`src/rtl/bhp_pkg.sv`:
```
package bhp_pkg;

    localparam int PRE_LEN = 13;
    localparam int LEN_W   = 32;

    localparam logic [7:0] TAG_LO   = 8'h61;
    localparam logic [7:0] TAG_WIDE = 8'h65;

    typedef enum logic [2:0] {
        ST_IDLE,
        ST_PRE,
        ST_TAG,
        ST_LEN,
        ST_SKIP,
        ST_DONE
    } parse_st_e;

    typedef struct packed {
        logic found;
        logic error;
        logic done;
    } result_t;

    function automatic logic [7:0] pre_byte(input logic [3:0] idx);
        case (idx)
            4'd0, 4'd10, 4'd11:     return 8'h00;
            4'd1:                   return 8'h09;
            4'd2, 4'd4, 4'd6, 4'd8: return 8'h0F;
            4'd3, 4'd5, 4'd7, 4'd9: return 8'hF0;
            default:                return 8'h01;
        endcase
    endfunction

    function automatic logic tag_known(input logic [7:0] t);
        return (t >= TAG_LO) && (t <= TAG_WIDE);
    endfunction

endpackage

```
`src/rtl/bhp_budget.sv`:
```
module bhp_budget #(
    parameter int BUDGET = 100,
    localparam int CW = $clog2(BUDGET + 1)
) (
    input  logic clk,
    input  logic rst,
    input  logic clr,
    input  logic inc,
    output logic last_o
);
    logic [CW-1:0] used_q;

    always_ff @(posedge clk) begin
        if (rst || clr)
            used_q <= '0;
        else if (inc)
            used_q <= used_q + 1'b1;
    end

    // the byte being taken now is the final one permitted
    assign last_o = (used_q == CW'(BUDGET - 1));
endmodule

```
`src/rtl/bhp_len_acc.sv`:
```
module bhp_len_acc #(
    parameter int W = 32
) (
    input  logic         clk,
    input  logic         rst,
    input  logic         clr,
    input  logic         shift,
    input  logic [7:0]   din,
    output logic [W-1:0] next_o
);
    logic [W-1:0] acc_q;

    assign next_o = {acc_q[W-9:0], din};

    always_ff @(posedge clk) begin
        if (rst || clr)
            acc_q <= '0;
        else if (shift)
            acc_q <= next_o;
    end
endmodule

```
`src/rtl/bitstream_hdr_parser.sv`:
```
module bitstream_hdr_parser
    import bhp_pkg::*;
#(
    parameter int BUDGET = 100
) (
    input  logic        clk,
    input  logic        rst,
    input  logic        start_i,
    input  logic [7:0]  tag_i,
    input  logic [7:0]  byte_data_i,
    input  logic        byte_valid_i,
    output logic        byte_ready_o,
    output logic        found_o,
    output logic        error_o,
    output logic        done_o,
    output logic [31:0] sect_len_o
);
    parse_st_e         st_q;
    logic [3:0]        pre_idx_q;
    logic [7:0]        req_tag_q;
    logic [7:0]        cur_tag_q;
    logic [2:0]        len_left_q;
    logic [LEN_W-1:0]  skip_left_q;
    logic [LEN_W-1:0]  len_q;
    result_t           res_q;

    logic              accept;
    logic              in_search;
    logic              budget_last;
    logic [LEN_W-1:0]  len_next;

    assign byte_ready_o = (st_q == ST_PRE) || (st_q == ST_TAG) ||
                          (st_q == ST_LEN) || (st_q == ST_SKIP);
    assign accept    = byte_valid_i && byte_ready_o;
    assign in_search = (st_q == ST_TAG) || (st_q == ST_LEN) || (st_q == ST_SKIP);

    bhp_budget #(.BUDGET(BUDGET)) u_budget (
        .clk    (clk),
        .rst    (rst),
        .clr    (start_i),
        .inc    (accept && in_search),
        .last_o (budget_last)
    );

    bhp_len_acc #(.W(LEN_W)) u_len (
        .clk    (clk),
        .rst    (rst),
        .clr    (start_i || (accept && st_q == ST_TAG)),
        .shift  (accept && st_q == ST_LEN),
        .din    (byte_data_i),
        .next_o (len_next)
    );

    always_ff @(posedge clk) begin
        if (rst) begin
            st_q        <= ST_IDLE;
            pre_idx_q   <= '0;
            req_tag_q   <= '0;
            cur_tag_q   <= '0;
            len_left_q  <= '0;
            skip_left_q <= '0;
            len_q       <= '0;
            res_q       <= '0;
        end else if (start_i) begin
            st_q      <= ST_PRE;
            pre_idx_q <= '0;
            req_tag_q <= tag_i;
            len_q     <= '0;
            res_q     <= '0;
        end else if (accept) begin
            unique case (st_q)
                ST_PRE: begin
                    if (byte_data_i != pre_byte(pre_idx_q)) begin
                        st_q       <= ST_DONE;
                        res_q.error <= 1'b1;
                        res_q.done  <= 1'b1;
                    end else if (pre_idx_q == 4'(PRE_LEN - 1)) begin
                        st_q <= ST_TAG;
                    end else begin
                        pre_idx_q <= pre_idx_q + 1'b1;
                    end
                end
                ST_TAG: begin
                    if (!tag_known(byte_data_i) || budget_last) begin
                        st_q       <= ST_DONE;
                        res_q.done <= 1'b1;
                    end else begin
                        cur_tag_q  <= byte_data_i;
                        len_left_q <= (byte_data_i == TAG_WIDE) ? 3'd4 : 3'd2;
                        st_q       <= ST_LEN;
                    end
                end
                ST_LEN: begin
                    if (len_left_q == 3'd1) begin
                        if (cur_tag_q != TAG_WIDE && len_next > 255) begin
                            st_q        <= ST_DONE;
                            res_q.error <= 1'b1;
                            res_q.done  <= 1'b1;
                        end else if (cur_tag_q == req_tag_q) begin
                            st_q        <= ST_DONE;
                            res_q.found <= 1'b1;
                            res_q.done  <= 1'b1;
                            len_q       <= len_next;
                        end else if (budget_last) begin
                            st_q       <= ST_DONE;
                            res_q.done <= 1'b1;
                        end else if (len_next == '0) begin
                            st_q <= ST_TAG;
                        end else begin
                            skip_left_q <= len_next;
                            st_q        <= ST_SKIP;
                        end
                    end else if (budget_last) begin
                        st_q       <= ST_DONE;
                        res_q.done <= 1'b1;
                    end else begin
                        len_left_q <= len_left_q - 1'b1;
                    end
                end
                ST_SKIP: begin
                    if (budget_last) begin
                        st_q       <= ST_DONE;
                        res_q.done <= 1'b1;
                    end else if (skip_left_q == LEN_W'(1)) begin
                        st_q <= ST_TAG;
                    end else begin
                        skip_left_q <= skip_left_q - 1'b1;
                    end
                end
                default: ;
            endcase
        end
    end

    assign found_o    = res_q.found;
    assign error_o    = res_q.error;
    assign done_o     = res_q.done;
    assign sect_len_o = len_q;
endmodule

```
`config.mk`:
```
export PLATFORM = sky130hd
export DESIGN_NAME = bitstream_hdr_parser
export DESIGN_NICKNAME = d
export VERILOG_FILES = /design/src/rtl/bhp_pkg.sv /design/src/rtl/bhp_budget.sv /design/src/rtl/bhp_len_acc.sv /design/src/rtl/bitstream_hdr_parser.sv
export SDC_FILE = /design/constraint.sdc
export NUM_CORES = 1
export LEC_CHECK = 0
export BUFFER_PORTS_ARGS = -buffer_cell sky130_fd_sc_hd__buf_2
export CAP_MARGIN = 10
export CORE_AREA = 3 3 120 133
export DETAILED_ROUTE_END_ITERATION = 8
export DIE_AREA = 0 0 123 136
export SLEW_MARGIN = 20
export SYNTH_ARGS = -nofsm -noshare
export SYNTH_HDL_FRONTEND = slang
export SYNTH_SLANG_ARGS = --single-unit
```
`constraint.sdc`:
```
create_clock -name clk -period 2.6 [get_ports clk]
set_input_delay 0 -clock clk [delete_from_list [all_inputs] [get_ports clk]]
set_output_delay 0 -clock clk [all_outputs]
set_load 0.02 [all_outputs]
```
==> reports/metrics.cfg, run 1 <==
[power_and_ir_drop]
ir_drop_mv = 0.440
p_leak_nw = 3.39
power_density_nw_per_um2 = 569

[grt]
antenna_found_initial = 0
grt_max_degree = 46
overflow = 0
grt_util_all_layers_pct = 24.2
grt_pass1_vias = 6255
grt_first_pass_wirelength_mm = 32.1

[synthesis]
synth_fp_nets = 824
ys.flop_type = dfxtp_1
synth_edf_count = 0
synth_cells = 793
async_reset_ff_share_pct = 0
syn_area_per_cell_um2 = 8.29
synthesis.area_um2 = 6580
synth_seq_cells = 128
synth_cell_types = 73
yosys_warnings = 0
yosysSeqAreaShare_pct = 39.0

[placed_design]
gp_congestion = 0.948
io_buffers = 55
placed_area_um2 = 7430
dp_hpwl_mm = 13.8

[floorplan]
start_util_pct = 45.2
dieArea_um2 = 16700
coreArea_um2 = 14600
dieHeight_um = 136
io_pins = 56
row_count = 46
die_x_um = 123

[critical_path]
critical_path_arrival_ns = 2.87
endpoint_kind = flip-flop
critPathKind = flip-flop to flip-flop
cp_max_fo = 3
critPathRequiredTime_ns = 2.88
r2r-start = skip_left_q[14]$_SDFFE_PP0P_
crit_path_start_kind = flip-flop
cp-startpoint = skip_left_q[14]$_SDFFE_PP0P_

[clocking]
clk_latency_ns = 0.42
cts_tree = yes
cts_num_sinks = 128
h-tree-depth = 4
numCtsBuffers = 17
clockBufferDepth = 2
cts_root_buffer = clkbuf_16
path_clk_slew_ns = 0.06

[sta]
rsz0062_at_grt = false
fin_setup_tns_ns = 0
clock_skew_ns = 0.00621
fmax_mhz = 386
drv_slew = 0
relSlewSlack_pct = 43.2
hold_viol = 0
setup_viol = 0
timing.final.crit_share_pct = 99.7
worstMarginPinSlew_ns = 0.851
timing.final.crit_period_ns = 2.59

[layout]
fillers = 1318
regArea_um2 = 2570
nets = 929
fin_area_um2 = 8200
utilization_pct = 56.3
multi_input_area_um2 = 3730
synthToLayoutAreaGrowth_pct = 24.6
drive_above_1_share_pct = 22.5
n_antenna_cell = 0

[routing]
viasPerCell = 5.90
detail_route.first_pass.iterations = 6
vias = 6504
post_drt_wl_per_cell_um = 18.1
drtAntennaViolNets = 0
drt-initial-drc-count = 576
post-route-drc-count = 0
wl_mm = 19.9

[hold_path]
hp-class = input pin to flip-flop
worstHoldStart = rst

[outcome]
status = completed

[run]
maxCapViolCount = 0

synthesized netlist by cell type (all sizes together), types with 8 or more instances:
library cell  instances  area (µm²)
dfxtp               128        2560
nor2                113         427
nand2                94         353
a21oi                58         290
mux2i                48         480
clkbuf               45         199
nor4                 43         320
inv                  18        67.6
o21ai                16        80.1
nand3                15        80.1
nor3                 15        80.1
o32ai                15         131
nand4                13        81.3
xor2                 13         114
buf                  12        71.3
ha                   11         138
a41oi                10        87.6
or3                   9        58.8
a31oi                 8        50.1
and3                  8        52.6
flip-flops by register name (all words and copies together), names as in the netlist, named ones only:
register and flops:
sect_len_o 32, u_budget.used_q 7, found_o 1, pre_idx_q 4, skip_left_q 32, cur_tag_q 8
done_o 1, u_len.acc_q 24, len_left_q 3, st_q 3, error_o 1, req_tag_q 8
critical path: stages, from the launching register on:
cell,delay [ns]
dfxtp_1,0.31
nor4_1,0.35
nand4_1,0.24
or4_4,0.57
a311o_1,0.36
a2111oi_0,0.48
a211oi_1,0.13
cell usage in the layout, fill, tap and decap left out, drive strengths merged, types with 8 or more instances in the layout:
master,netlist,final
ha,11,11
buf,12,132
dfxtp,128,128
or3,9,9
nor3,15,15
nor2,113,113
dlygate4sd3,0,11
nand2,94,94
o32ai,15,15
mux2i,48,48
nor4,43,43
nand3,15,15
o21ai,16,16
clkbuf,45,20
a41oi,10,10
a31oi,8,8
and3,8,8
a21oi,58,58
nand4,13,13
inv,18,19
xor2,13,13
what timing repair did:
item                                    in CTS  in global routing
endpoints found under the setup margin       2                 18
pin swaps                                    0                  6
gates cloned                                 0                  0
resized for setup                            1                 14
endpoints found under the hold margin       12                  0
hold buffers                                11                  0
buffers inserted                             0                  2
where the power goes:
group / total [mW] / internal [mW] / switching [mW]
Clock: 2.38 / 1.46 / 0.920
Sequential: 1.98 / 1.97 / 0.0107
Combinational: 0.298 / 0.110 / 0.189
area by class of cell:
class	instances	share of cell area [%]
Multi-Input combinational cell	590	45.5
Inverter	18	0.824
Timing Repair Buffer	143	12.2
Tap cell	192	2.93
Sequential cell	128	31.3
Clock buffer	20	5.57
Clock inverter	12	1.65
path summary, 6_finish.rpt:
path,end,slack (ns),cells after the start
worst min register to register,found_o$_SDFFE_PP0P_,0.46,2
worst max register to register,st_q[0]$_SDFFE_PP0P_,0.007,6
worst max-delay path,st_q[0]$_SDFFE_PP0P_,0.007,6
worst min-delay path,req_tag_q[2]$_SDFFE_PP0P_,0.008,2
metal layers:
layer / routed length [µm] / global-route usage, %
met1: 8390 / 29.9
met2: 9910 / 40.8
met3: 938 / 4.79
met4: 677 / 10.7
met5: 0 / 0
through the flow:
stage                     power, mW  hold WS [ns]  setup WS, ns  instances
after floorplan                2.20         0.136         0.120        793
after global placement         2.30         0.237        0.0606       1058
after detailed placement       2.30         0.242       -0.0603       1058
after CTS                      4.69       0.00361        0.0220       1101
after global routing           4.82        0.0201       0.00458       1103
final                          4.67       0.00786       0.00666       1103
logic make-up after synthesis:
family	synth area share [%]
fa+ha+maj	2.09
buf+inv	5.14
mux	7.30
xor+xnor	2.66
compound gates	17.2
flops	39.0
simple gates	26.7
Note: power is estimated with default switching activity, not from simulation.
==> run 2: changes to the inputs <==
--- a/config.mk
+++ b/config.mk
@@ -5,11 +5,12 @@
 export SDC_FILE = /design/constraint.sdc
 export NUM_CORES = 1
 export LEC_CHECK = 0
+export ABC_AREA = 1
 export BUFFER_PORTS_ARGS = -buffer_cell sky130_fd_sc_hd__buf_2
 export CAP_MARGIN = 10
-export CORE_AREA = 3 3 120 133
+export CORE_AREA = 3 3 127 129
 export DETAILED_ROUTE_END_ITERATION = 8
-export DIE_AREA = 0 0 123 136
+export DIE_AREA = 0 0 130 132
 export SLEW_MARGIN = 20
 export SYNTH_ARGS = -nofsm -noshare
 export SYNTH_HDL_FRONTEND = slang
==> run 2 against run 1 <==
Compared with the run above: register-to-register slack better by 0.47 ns; first-iteration DRC count is 9.9% lower; clock power is 5% higher; highest routed layer unchanged.
==> reports/metrics.cfg, run 2 <==
[outcome]
status = completed

[power_and_ir_drop]
ir_drop_mv = 0.626
power_density_nw_per_um2 = 596
p_leak_nw = 3.72

[sta]
hold_viol = 0
timing.final.crit_share_pct = 82.3
clock_skew_ns = 0.00766
worstMarginPinSlew_ns = 0.894
setup_viol = 0
fmax_mhz = 468
rsz0062_at_grt = false
fin_setup_tns_ns = 0
relSlewSlack_pct = 40.3
timing.final.crit_period_ns = 2.14
drv_slew = 0

[floorplan]
dieHeight_um = 132
start_util_pct = 44.2
coreArea_um2 = 15100
row_count = 45
dieArea_um2 = 17200
die_x_um = 130
io_pins = 56

[layout]
synthToLayoutAreaGrowth_pct = 19.0
stdcell_count = 1305
most-common-layout-cells = nand2_1, nor2_1, dfxtp_1
n_antenna_cell = 0
final_common_cell = nand2_1
drive_above_1_share_pct = 10.7
nets = 1136

[grt]
grt_util_all_layers_pct = 22.0
grt_max_degree = 44
overflow = 0
grt_pass1_vias = 6200
antenna_found_initial = 0
grt_first_pass_wirelength_mm = 30.4

[synthesis]
synth_seq_cells = 128
ys.flop_type = dfxtp_1
syn_area_per_cell_um2 = 6.46
yosysTopAreaCell = dfxtp_1
synthesis.area_um2 = 6700
synth_edf_count = 0
synth_area_leaders = dfxtp_1, nand2_1, nor2_1, o21ai_0, nand3_1
yosysSeqAreaShare_pct = 38.2
yosys_warnings = 0
synth_fp_nets = 1068
yosysMostFrequentCell = nand2_1
async_reset_ff_share_pct = 0
synth_cells = 1037
netlist_top_cells_count = nand2_1, nor2_1, dfxtp_1
yosys.area.top_type_share_pct = 38.2
synth_cell_types = 39

[clocking]
clk_latency_ns = 0.42
numCtsBuffers = 17
cts_tree = yes
h-tree-depth = 4
cts_root_buffer = clkbuf_16
path_clk_slew_ns = 0.05
clockBufferDepth = 2
postCtsSetupBuffers = 0
cts_num_sinks = 128

[routing]
drtAntennaViolNets = 0
viasPerCell = 5.07
post-route-drc-count = 0
vias = 6620
wl_mm = 18.3
post_drt_wl_per_cell_um = 14.0
detail_route.first_pass.iterations = 7
drt-initial-drc-count = 519

[hold_path]
hp-class = input pin to flip-flop

[critical_path]
critPathRequiredTime_ns = 2.91
reg2regPathDepth = 11
crit_path_start_kind = input pin
endpoint_kind = flip-flop
r2r-start = st_q[2]$_SDFFE_PP0P_
cp_max_fo = 14
critical_path_arrival_ns = 2.44
reg2reg_setup_slack_ns = 0.48
cp-startpoint = byte_valid_i
critPathKind = input pin to flip-flop

[placed_design]
gp_congestion = 0.868
dp_hpwl_mm = 12.6
io_buffers = 55
dpl.cell_count = 1248

[run]
maxCapViolCount = 0

==> run 2: changes by cell type after synthesis, sizes merged, moves of 42 or more <==
| cell | change |
|---|---|
| nand2 | +140 |
| nor2 | +113 |
| inv | +80 |
| o21ai | +74 |
| nand3 | +60 |
| mux2i | -48 |
| nor4 | -42 |
==> run 2: stage by stage <==
stage	hold slack (ns)	cell area, µm²	setup slack [ns]	utilization (%)	total power, mW
after CTS	0.0496	7980	0.464	52.7	4.80
after detailed placement	0.227	7100	0.503	46.9	2.25
final	0.0532	7980	0.461	52.7	4.75
after global placement	0.219	7100	0.495	46.9	2.25
after global routing	0.0935	7980	0.179	52.7	4.92
after floorplan	0.135	6700	0.737	-	2.18
==> run 2: kinds of logic after synthesis <==
kind of cell / synth area share, %
AO/OA/AOI/OAI: 13.3
XOR/XNOR: 2.74
AND/OR/NAND/NOR: 35.1
multiplexers: 0.168
flip-flops: 38.2
buffers and inverters: 8.44
adder cells (fa/ha/maj): 2.05
==> run 2: area by class of cell <==
| class | count | area [µm²] |
|---|---|---|
| Sequential cell | 128 | 2560 |
| Timing Repair Buffer | 92 | 618 |
| Multi-Input combinational cell | 768 | 3580 |
| Clock buffer | 17 | 425 |
| Fill cell | 1509 | 7170 |
| Tap cell | 188 | 235 |
| Clock inverter | 14 | 193 |
| Inverter | 98 | 368 |
==> run 2: repair_timing <==
| action | CTS | global route |
|---|---|---|
| gates resized for setup | 0 | 0 |
| hold endpoints to repair | 31 | 0 |
| hold buffers | 26 | 0 |
==> run 2: power by group <==
| group | internal [mW] | switching (mW) |
|---|---|---|
| combinational | 0.0933 | 0.163 |
| sequential | 1.97 | 0.00949 |
| clock | 1.60 | 0.914 |
==> run 2: critical path, cell delays in order <==
cell and delay (ns):
dlygate4sd3_1 0.51, buf_2 0.29, inv_2 0.08, nor3_1 0.31
nand4_1 0.26, mux2_2 0.33, nand2_1 0.15, ha_1 0.27
nand2_1 0.07, nand2_1 0.05, nand2_1 0.07, nand2_1 0.05
==> run 2: worst min-delay path by stage <==
stage | startpoint | to | slack [ns] | cells after the start
after detailed placement | tag_i[4] | req_tag_q[4]$_SDFFE_PP0P_ | 0.23 | 3
final | start_i | st_q[0]$_SDFFE_PP0P_ | 0.05 | 5
after global routing | start_i | st_q[2]$_SDFFE_PP0P_ | 0.09 | 4
after CTS | start_i | st_q[2]$_SDFFE_PP0P_ | 0.05 | 4
after global placement | tag_i[7] | req_tag_q[7]$_SDFFE_PP0P_ | 0.22 | 3
after floorplan | tag_i[5] | req_tag_q[5]$_SDFFE_PP0P_ | 0.13 | 2
==> run 2: routing by layer <==
layer	GRT usage [%]	vias to the layer above	wire, µm
li1	-	3464	-
met4	9.24	0	616
met1	28.9	2940	8430
met3	5.06	39	838
met2	34.5	177	8440
met5	0	-	0
==> run 3: changes to the inputs <==
--- a/config.mk
+++ b/config.mk
@@ -5,12 +5,12 @@
 export SDC_FILE = /design/constraint.sdc
 export NUM_CORES = 1
 export LEC_CHECK = 0
-export ABC_AREA = 1
+export ABC_AREA = 0
 export BUFFER_PORTS_ARGS = -buffer_cell sky130_fd_sc_hd__buf_2
 export CAP_MARGIN = 10
-export CORE_AREA = 3 3 127 129
+export CORE_AREA = 3 3 125 127
 export DETAILED_ROUTE_END_ITERATION = 8
-export DIE_AREA = 0 0 130 132
+export DIE_AREA = 0 0 128 130
 export SLEW_MARGIN = 20
 export SYNTH_ARGS = -nofsm -noshare
 export SYNTH_HDL_FRONTEND = slang
==> constraint.sdc (replaced) <==
create_clock -name clk -period 2.15 [get_ports clk]
set_input_delay 0 -clock clk [delete_from_list [all_inputs] [get_ports clk]]
set_output_delay 0 -clock clk [all_outputs]
set_load 0.02 [all_outputs]
==> run 3 against run 2 <==
Compared with the run above: the run now ends with setup timing left; total power grew 25%; sequential power grew 21%; combinational power grew 95%; global-route usage grew 5.8 points; flip-flop and latch count is the same; critical path depth shrank 6; die area shrank 3.0%; clock power grew 21%; final cell count shrank 6.4%; highest routed layer unchanged.
==> reports/metrics.cfg, run 3 (synthesis gave the netlist of run 1 again) <==
[outcome]
status = complete, but fails checks
violations = setup timing

[placed_design]
dp_hpwl_mm = 15.2
gp_congestion = 0.940
dp_slack_ns = -0.446
dpl.cell_count = 1138
io_buffers = 55

[floorplan]
io_pins = 56
die_x_um = 128
start_util_pct = 45.3
row_count = 44
coreArea_um2 = 14500
dieArea_um2 = 16600
dieHeight_um = 130

[sta]
hold_viol = 0
fmax_mhz = 391
setup_viol = 71
setup_ws_ns = -0.409
worstMarginPinSlew_ns = 0.961
relSlewSlack_pct = 35.8
fin_setup_tns_ns = -11.89
timing.final.crit_period_ns = 2.56
clock_skew_ns = 0.00986
timing.final.crit_share_pct = 119
drv_slew = 0
rsz0062_at_grt = true
whs_ns = 0.0103

[routing]
drtAntennaViolNets = 0
post_drt_wl_per_cell_um = 20.0
drt-initial-drc-count = 676
vias = 7291
detail_route.first_pass.iterations = 5
wl_mm = 24.4
viasPerCell = 5.97
post-route-drc-count = 0

[critical_path]
cpPeakStageDelay_ns = 0.60
cp_max_fo = 3
crit_path_start_kind = flip-flop
critPathRequiredTime_ns = 2.48
critPathKind = flip-flop to flip-flop
critical_path_arrival_ns = 2.88
path_cells = nor4_4 -> nand4_1 -> or4_4 -> a311o_1 -> or3_4 -> and3_4
endpoint_kind = flip-flop
slowest_stage = or4_4

[layout]
synthToLayoutAreaGrowth_pct = 56.8
multi_input_area_um2 = 4640
most-common-layout-cells = buf_4, dfxtp_1, nor2_1
stdcell_count = 1221
nets = 1056
fillers = 1082
final_common_cell = buf_4
drive_above_1_share_pct = 41.8
n_antenna_cell = 0
regArea_um2 = 2580

[clocking]
clockBufferDepth = 2
numCtsBuffers = 17
path_clk_slew_ns = 0.06
cts_tree = yes
cts_num_sinks = 128
cts_root_buffer = clkbuf_16
h-tree-depth = 4
clk_latency_ns = 0.43

[grt]
overflow = 0
antenna_found_initial = 0
grt_util_all_layers_pct = 27.8
grt_max_degree = 45
grt_first_pass_wirelength_mm = 36.6
grt_pass1_vias = 7145

[power_and_ir_drop]
p_total_mw = 5.93
ir_drop_mv = 0.560
p_leak_nw = 4.23
power_density_nw_per_um2 = 575

[hold_path]
hp-class = input pin to flip-flop

[run]
maxCapViolCount = 0

==> run 3: layout make-up <==
type                    instances  share of cell area (%)
clock buffers                  19                    4.39
clock inverters                12                    1.52
well taps                     184                    2.23
multi-input cells             590                    45.0
flip-flops and latches        128                    25.0
repair buffers                270                    21.2
inverters                      18                   0.655
==> run 3: metal layers <==
| metal | vias to the layer above | routed length [µm] | global-route usage (%) |
|---|---|---|---|
| li1 | 3363 | - | - |
| met1 | 3547 | 9800 | 33.9 |
| met2 | 308 | 12200 | 47.3 |
| met3 | 73 | 1520 | 6.43 |
| met4 | 0 | 904 | 11.5 |
| met5 | - | 0 | 0 |
==> run 3: critical path: cells and delay by family (launching register included) <==
| kind | cells | cell delay [ns] |
|---|---|---|
| AND/OR/NAND/NOR | 5 | 1.76 |
| flip-flops | 1 | 0.34 |
| AO/OA/AOI/OAI | 1 | 0.34 |
==> run 3: through the flow <==
stage	instance area, µm²	utilization [%]
global placement	8200	56.4
global route	10300	71.0
CTS	9570	65.8
detailed placement	8200	56.4
floorplan	6680	-
finish	10300	71.0
==> run 3: power breakdown <==
group / internal, mW / switching (mW)
Combinational: 0.205 / 0.295
Clock: 1.88 / 1.15
Sequential: 2.38 / 0.0147
==> run 3: final timing paths <==
| kind | from | cells after the start | slack (ns) | end |
|---|---|---|---|---|
| worst max register to register | skip_left_q[13]$_SDFFE_PP0P_ | 6 | -0.41 | st_q[2]$_SDFFE_PP0P_ |
| worst min-delay path | byte_data_i[1] | 4 | 0.01 | u_len.acc_q[1]$_SDFFE_PP0P_ |
| worst max-delay path | skip_left_q[13]$_SDFFE_PP0P_ | 6 | -0.41 | st_q[2]$_SDFFE_PP0P_ |
| worst min register to register | done_o$_SDFFE_PP0P_ | 2 | 0.45 | done_o$_SDFFE_PP0P_ |
==> run 3: timing repair <==
action / in CTS / in global routing
pin swaps: 31 / 57
endpoints found under the setup margin: 82 / 80
resized for setup: 86 / 92
hold buffers: 10 / 0
setup buffers: 25 / 15
gates cloned: 3 / 4
endpoints found under the hold margin: 10 / 0
